==> src/rtl/cbo_pkg.sv <==
package cbo_pkg;
  localparam int INSTR_W   = 32;
  localparam int REG_IDX_W = 5;
  localparam int IMM_W     = 12;
  localparam int INV_W     = 2;
  localparam int NUM_OPS   = 4;
  localparam int NUM_EN    = 4;

  localparam logic [6:0] OPC_MISC_MEM = 7'b0001111;
  localparam logic [2:0] F3_CBO       = 3'b010;

  localparam logic [1:0] PRIV_U = 2'b00;
  localparam logic [1:0] PRIV_S = 2'b01;
  localparam logic [1:0] PRIV_M = 2'b11;

  // one-hot output positions
  localparam int OH_CLEAN = 0;
  localparam int OH_FLUSH = 1;
  localparam int OH_INVAL = 2;
  localparam int OH_ZERO  = 3;

  // enable resolver slots
  localparam int EN_CF       = 0;
  localparam int EN_INV      = 1;
  localparam int EN_INV_FULL = 2;
  localparam int EN_ZERO     = 3;

  typedef enum logic [1:0] {
    OP_CLEAN = 2'd0,
    OP_FLUSH = 2'd1,
    OP_INVAL = 2'd2,
    OP_ZERO  = 2'd3
  } cbo_op_e;
endpackage

==> src/rtl/cbo_decode.sv <==
module cbo_decode
  import cbo_pkg::*;
(
  input  logic [INSTR_W-1:0]   instr,
  output logic                 hit,
  output cbo_op_e              op,
  output logic [REG_IDX_W-1:0] rs1
);
  logic [6:0]       opcode;
  logic [4:0]       rd;
  logic [2:0]       f3;
  logic [IMM_W-1:0] imm;
  logic             frame_ok;

  assign opcode   = instr[6:0];
  assign rd       = instr[11:7];
  assign f3       = instr[14:12];
  assign rs1      = instr[19:15];
  assign imm      = instr[31:20];
  assign frame_ok = (opcode == OPC_MISC_MEM) && (f3 == F3_CBO) && (rd == '0);

  always_comb begin
    hit = 1'b0;
    op  = OP_CLEAN;
    if (frame_ok) begin
      case (imm)
        12'd0:   begin hit = 1'b1; op = OP_INVAL; end
        12'd1:   begin hit = 1'b1; op = OP_CLEAN; end
        12'd2:   begin hit = 1'b1; op = OP_FLUSH; end
        12'd4:   begin hit = 1'b1; op = OP_ZERO;  end
        default: begin hit = 1'b0; op = OP_CLEAN; end
      endcase
    end
  end
endmodule

==> src/rtl/cbo_feat_en.sv <==
module cbo_feat_en
  import cbo_pkg::*;
(
  input  logic [1:0] priv,
  input  logic       has_smode,
  input  logic       m_bit,
  input  logic       s_bit,
  output logic       en
);
  always_comb begin
    case (priv)
      PRIV_M:  en = 1'b1;
      PRIV_S:  en = m_bit;
      default: en = m_bit & (~has_smode | s_bit);
    endcase
  end
endmodule

==> src/rtl/cbo_gate.sv <==
module cbo_gate
  import cbo_pkg::*;
(
  input  logic                 clk,
  input  logic                 rst_n,
  input  logic                 in_vld,
  input  logic [INSTR_W-1:0]   instr,
  input  logic [1:0]           priv,
  input  logic                 has_smode,
  input  logic                 men_clnflush,
  input  logic [INV_W-1:0]     men_inval,
  input  logic                 men_zero,
  input  logic                 sen_clnflush,
  input  logic [INV_W-1:0]     sen_inval,
  input  logic                 sen_zero,
  output logic                 op_vld,
  output logic [NUM_OPS-1:0]   op_onehot,
  output logic [REG_IDX_W-1:0] op_rs1,
  output logic                 illegal
);
  logic                 dec_hit;
  cbo_op_e              dec_op;
  logic [REG_IDX_W-1:0] dec_rs1;
  logic [NUM_EN-1:0]    m_bits, s_bits, en_vec;

  logic                 allowed;
  logic [NUM_OPS-1:0]   oh_sel;
  logic                 vld_d, ill_d, upd;
  logic [NUM_OPS-1:0]   oh_d;
  logic [REG_IDX_W-1:0] rs1_d;

  cbo_decode u_dec (
    .instr (instr),
    .hit   (dec_hit),
    .op    (dec_op),
    .rs1   (dec_rs1)
  );

  assign m_bits[EN_CF]       = men_clnflush;
  assign m_bits[EN_INV]      = men_inval[0];
  assign m_bits[EN_INV_FULL] = men_inval[1];
  assign m_bits[EN_ZERO]     = men_zero;
  assign s_bits[EN_CF]       = sen_clnflush;
  assign s_bits[EN_INV]      = sen_inval[0];
  assign s_bits[EN_INV_FULL] = sen_inval[1];
  assign s_bits[EN_ZERO]     = sen_zero;

  for (genvar g = 0; g < NUM_EN; g++) begin : g_en
    cbo_feat_en u_en (
      .priv      (priv),
      .has_smode (has_smode),
      .m_bit     (m_bits[g]),
      .s_bit     (s_bits[g]),
      .en        (en_vec[g])
    );
  end

  // next-state
  always_comb begin
    allowed = 1'b0;
    oh_sel  = '0;
    case (dec_op)
      OP_CLEAN: begin allowed = en_vec[EN_CF];   oh_sel[OH_CLEAN] = 1'b1; end
      OP_FLUSH: begin allowed = en_vec[EN_CF];   oh_sel[OH_FLUSH] = 1'b1; end
      OP_INVAL: begin
        allowed = en_vec[EN_INV];
        if (en_vec[EN_INV_FULL]) oh_sel[OH_INVAL] = 1'b1;
        else                     oh_sel[OH_FLUSH] = 1'b1;
      end
      OP_ZERO:  begin allowed = en_vec[EN_ZERO]; oh_sel[OH_ZERO]  = 1'b1; end
      default:  begin allowed = 1'b0;            oh_sel = '0;             end
    endcase
    vld_d = in_vld & dec_hit & allowed;
    ill_d = in_vld & dec_hit & ~allowed;
    oh_d  = vld_d ? oh_sel : '0;
    rs1_d = vld_d ? dec_rs1 : '0;
    upd   = in_vld | op_vld | illegal;
  end

  // registers
  always_ff @(posedge clk or negedge rst_n) begin
    if (!rst_n) begin
      op_vld    <= 1'b0;
      op_onehot <= '0;
      op_rs1    <= '0;
      illegal   <= 1'b0;
    end else if (upd) begin
      op_vld    <= vld_d;
      op_onehot <= oh_d;
      op_rs1    <= rs1_d;
      illegal   <= ill_d;
    end
  end
endmodule

==> config.mk <==
export PLATFORM = sky130hd
export DESIGN_NAME = cbo_gate
export DESIGN_NICKNAME = d
export VERILOG_FILES = /design/src/rtl/cbo_pkg.sv /design/src/rtl/cbo_decode.sv /design/src/rtl/cbo_feat_en.sv /design/src/rtl/cbo_gate.sv
export SDC_FILE = /design/constraint.sdc
export NUM_CORES = 1
export LEC_CHECK = 0
export BUFFER_PORTS_ARGS = -buffer_cell sky130_fd_sc_hd__buf_2
export CAP_MARGIN = 0
export CORE_ASPECT_RATIO = 1.25
export CORE_MARGIN = 2
export CORE_UTILIZATION = 41
export CTS_CLUSTER_SIZE = 30
export DETAILED_ROUTE_END_ITERATION = 8
export GPL_TIMING_DRIVEN = 0
export PLACE_DENSITY = 0.89
export REMOVE_ABC_BUFFERS = 1
export SLEW_MARGIN = 20
export SYNTH_ARGS = -nofsm -noshare
export SYNTH_HDL_FRONTEND = slang
export SYNTH_SLANG_ARGS = --single-unit
export TNS_END_PERCENT = 10
==> constraint.sdc <==
create_clock -name clk -period 3.3 [get_ports clk]
set_input_delay 0.33 -clock clk [delete_from_list [all_inputs] [get_ports clk]]
set_output_delay 0.33 -clock clk [all_outputs]
set_load 0.01 [all_outputs]
After elaboration in Yosys (flattened, before gate mapping)
Cells that the tools add are included.

Register bits: 11. Word-level logic and storage cells: 53. Input port bits: 46. Output and inout port bits: 11.

Equality and inequality tests: 10. Multiplexer cells: 17. Bitwise logic cells: 15. Reduce and logical (&&, ||, !) cells: 7.

Operators by type and width (count): equality test 12 x 1 -> 1 bit (second input constant) (1); equality test 12 x 2 -> 1 bit (second input constant) (1); equality test 12 x 3 -> 1 bit (second input constant) (1); zero test 12 bit (1); case mux 1 bit (2 select lines) (5); AND 1 bit (7); equality test 7 x 4 -> 1 bit (second input constant) (1); two-way mux 1 bit (7); equality test 2 bit (second input constant) (3); bitwise OR 1 bit (6); case mux 2 bit (3 select lines) (1); zero test 5 bit (1); two-way mux 5 bit (1); equality test 2 x 1 -> 1 bit (second input constant) (2); two-way mux 4 bit (1); OR reduction 4 bit (1); equality test 3 x 2 -> 1 bit (second input constant) (1); case mux 1 bit (3 select lines) (1); logical AND 1 bit (2); zero test 2 bit (1); two-way mux 2 bit (1); inverter 1 bit (2); OR reduction 2 bit (1).

Logic depth before layout (Yosys ltp)
Depth in word-level cells: 9. Gate-level depth with buffers: 11. Gate-level depth less buffers: 11.

By module
A second synthesis with hierarchy kept.

Cells, all modules: 65. Area, all modules: 710.7 µm².

By module, submodules not included: cbo_gate (instances 1, cells each 35, area each 479.2 µm², sequential area each 275.3 µm²); cbo_decode (instances 1, cells each 18, area each 161.4 µm², sequential area each 0.0 µm²); cbo_feat_en (instances 4, cells each 3, area each 17.5 µm², sequential area each 0.0 µm²).

Worst setup path before layout
OpenSTA, ideal clock, no wires.

Kind: in2reg. Start: input instr[29]. End: register op_onehot[1]. Setup time: 121 ps. Setup slack: 577 ps. Data arrival time: 2602 ps. Cell stages on the path: 9. Data required time: 3179 ps. Cell sequence: or4_1 nor4_4 nand2_1 nor3_1 ha_1 o221ai_1 a21oi_1 nor2_1 a22o_1.

Word-level cells in the longest chain between the ends: 8. Elaborated cells between the ends (all ways): 19. Classes of those cells: 6 x eq/ne; 7 x mux; 2 x bitwise; 4 x reduce/logical.

RTL lines: from (decl) (RTL line cbo_gate.sv:7) `input logic [INSTR_W-1:0] instr,`; equality test 12 x 3 -> 1 bit (tied with other cells) (RTL line cbo_decode.sv:26) `case (imm)`; case mux 2 bit (3 select lines) (RTL line cbo_decode.sv:26); two-way mux 2 bit (RTL line cbo_decode.sv:25) `if (frame_ok) begin`; equality test 2 x 1 -> 1 bit / zero test 2 bit (equally long branches) (RTL line cbo_gate.sv:62) `case (dec_op)`; OR reduction 2 bit (no source line); case mux 1 bit (3 select lines) (RTL line cbo_gate.sv:62); AND 1 bit (RTL line cbo_gate.sv:73) `vld_d = in_vld & dec_hit & allowed;`; two-way mux 4 bit * (RTL line cbo_gate.sv:75) `oh_d = vld_d ? oh_sel : '0;`; to (signal assigned) (RTL line cbo_gate.sv:89) `op_onehot <= oh_d;`; to (decl) (RTL line cbo_gate.sv:17) `output logic [NUM_OPS-1:0] op_onehot,`.

Mark *: on every way between the ends. The rest lies on a longest branch, timed or not. A chain may end at the register's enable or synchronous reset.

Worst setup path in the final report
Start: input instr[29]. End: register op_onehot[2].

The elaborated chain is that of the path after synthesis.

==> out/results.ini <==
[drt]
route.met3.wl_um = 209
drc_errors = 0
vias = 838
top_layer_used = met4
met1Wirelength_um = 672
drtAntennaViolNets = 0
wirelength_um = 1850
dr.first_iter.drc_count = 17
drt-vias-per-instance = 5.59
routedWlPerCell_um = 12.3
wl_met2_um = 919
firstDrtPassIters = 4

[timing]
max_freq_mhz = 354
hold_ws_ns = 0.290
worst_slack_ns = 0.476
fin_crit_ns = 2.82
max_slew_margin_pct = 35.8
worst_pin_slew_ns = 0.955
setup_viol = 0
hold_viol = 0
fin_setup_tns_ns = 0
final_max_slew_viol_count = 0
fin_crit_sh_pct = 85.6
finClkSkew_ns = 0.00506
rsz0062_at_grt = no

[cells_and_area]
nets = 183
ff_latch_area_um2 = 275
synthToLayoutAreaGrowth_pct = 47.8
num_antenna_cells = 0
fillers = 153
fin_cells = 150
multi_input_area_um2 = 423
drive_gt1_share_pct = 48.5
design_area_mm2 = 0.00105

[logic_synthesis]
ys_seq_area_share_pct = 38.8
ys_top_cells_by_area = dfrtp_1 39%, a22o_1 11%, ha_1 7.1%
synthTopCellsByCount = 11 x dfrtp_1, 9 x a22o_1, 8 x nor2_1, 5 x nand2_1, 5 x o21ai_0
synthFlopType = dfrtp_1
syn_area_per_cell_um2 = 9.99
synth_top_area_share_pct = 38.8
synth_area_um2 = 709
ys_warn_count = 0
yosysMostFrequentCell = dfrtp_1
synth_largest_area_cell = dfrtp_1
ys_seq_elements = 11
ys_types = 27
synth-async-reset-ratio_pct = 100
synth_edf_count = 0
syn_inst = 71

[critical_path]
reg2reg_to = op_onehot[2]
crit_type = in2reg
cp_data_arrival_time_ns = 2.97
critPathCaptureType = flop
reg2reg_from = op_vld
slowest_stage = or4_1
crit_chain = buf_2 -> or4_1 -> nor4_4 -> nand2_1 -> nor3_1 -> ha_1 -> o221ai_1 -> a21oi_1 -> nor2_1 -> a22o_1
crit_required_ns = 3.45
critPathMaxFanout = 6
ff2ff_setup_slack_ns = 1.82
reg2reg_depth = 2
cp_num_buf_inv = 1
crit_family = simple AND/OR/NAND/NOR gates
crit_path_max_incr_delay_ns = 0.56
critical_path.startpoint_type = input port

[floorplanning]
coreArea_mm2 = 0.00160
die_x_um = 41.2
dieArea_mm2 = 0.00208
die_h_um = 50.5
rows = 16
start_util_pct = 44.3
ios = 57

[power_and_ir_drop]
peakVddDrop_mv = 0.108
leakage_uw = 0.000554
power_density_mw_per_mm2 = 256

[clock_network]
cts_tree = yes
cts_buffer_depth = 2
cts_made_buffers = 3
htree_levels = 1
clk_latency_ns = 0.26
postCtsSetupBuffers = 0
cts_root_buffer = clkbuf_4
clk_pin_slew_ns = 0.06
cts.sinks = 11

[placed_design]
place.gp.congestion = 0.850
portBuffers = 56
place_area_mm2 = 0.00101
dpl_worst_slack_ns = 0.227
dp_cells = 145

[hold_path]
hp-start = instr[19]
hp-class = in2reg
hold_path_depth = 2
whs_endpoint = op_rs1[4]

[grt]
antenna_found_initial = 0
grt-ovfl-total = 0
grt_max_degree = 12
groute.usage.overall_pct = 20.2
first_global_vias = 786
grt_pass1_wl_um = 2940

[job]
drv_cap = 0

[run_status]
status = complete, no violations

[cell type report]
cell class | instances | area share (%)
Multi-Input combinational cell | 57 | 40.3
Timing Repair Buffer | 57 | 27.7
Sequential cell | 11 | 26.3
Clock buffer | 4 | 2.51
Tap cell | 18 | 2.15
Inverter | 3 | 1.07
[metrics by stage]
step	utilization (%)	total power, µW
final	65.5	268
after global routing	65.5	283
after CTS	65.5	272
after detailed placement	63.2	183
after global placement	63.2	181
after floorplan	-	150
[kinds of logic after synthesis]
kind of cell,after synthesis,share of synthesized area (%)
adders and majority gates,4,7.05
buffers and inverters,3,1.59
and+or+nand+nor,30,27.7
DFF,11,38.8
AOI/OAI and AO/OA,22,23.6
xor gates and xnor gates,1,1.23
[worst max path at each step]
stage | slack, ns | from | to | cells past startpoint
5_1_grt | 0.29 | instr[29] | op_rs1[1] | 11
3_3_place_gp | 0.29 | instr[29] | op_rs1[2] | 11
4_1_cts | 0.51 | instr[29] | op_onehot[2] | 10
3_5_place_dp | 0.23 | instr[29] | op_onehot[2] | 10
6_report | 0.48 | instr[29] | op_onehot[2] | 10
2_1_floorplan | 0.58 | instr[29] | op_onehot[1] | 9
[per-layer routing]
layer | GRT usage (%) | up-vias
met4 | 9.68 | 0
met3 | 1.33 | 4
li1 | - | 399
met5 | 0 | -
met1 | 21.5 | 374
met2 | 36.7 | 61
[cell usage in the layout (no fill, tap or decap), types with 2 or more instances in the layout]
cell,instances
o21ai_0,5
a21oi_1,3
clkbuf_4,3
nand2_1,5
nor2_1,8
nor3b_1,2
a22o_1,9
buf_2,56
ha_1,4
inv_1,2
dfrtp_1,11
nor3_1,3
or4_1,3
[flip-flops by register name (all words and copies together), names as in the netlist]
name,flops
op_rs1,5
op_vld,1
op_onehot,4
illegal,1
[report_power, final]
part | internal [µW] | switching [µW] | total, µW
Combinational | 25.1 | 21.8 | 46.8
Clock | 46.7 | 40.1 | 86.7
Sequential | 135 | 0.00000113 | 135
[repair_timing]
action / 4_1_cts / 5_1_grt
hold buffers: 1 / 0
resized for setup: 0 / 0
hold endpoints to repair: 11 / 0
Power figures use the tool's default switching activity.
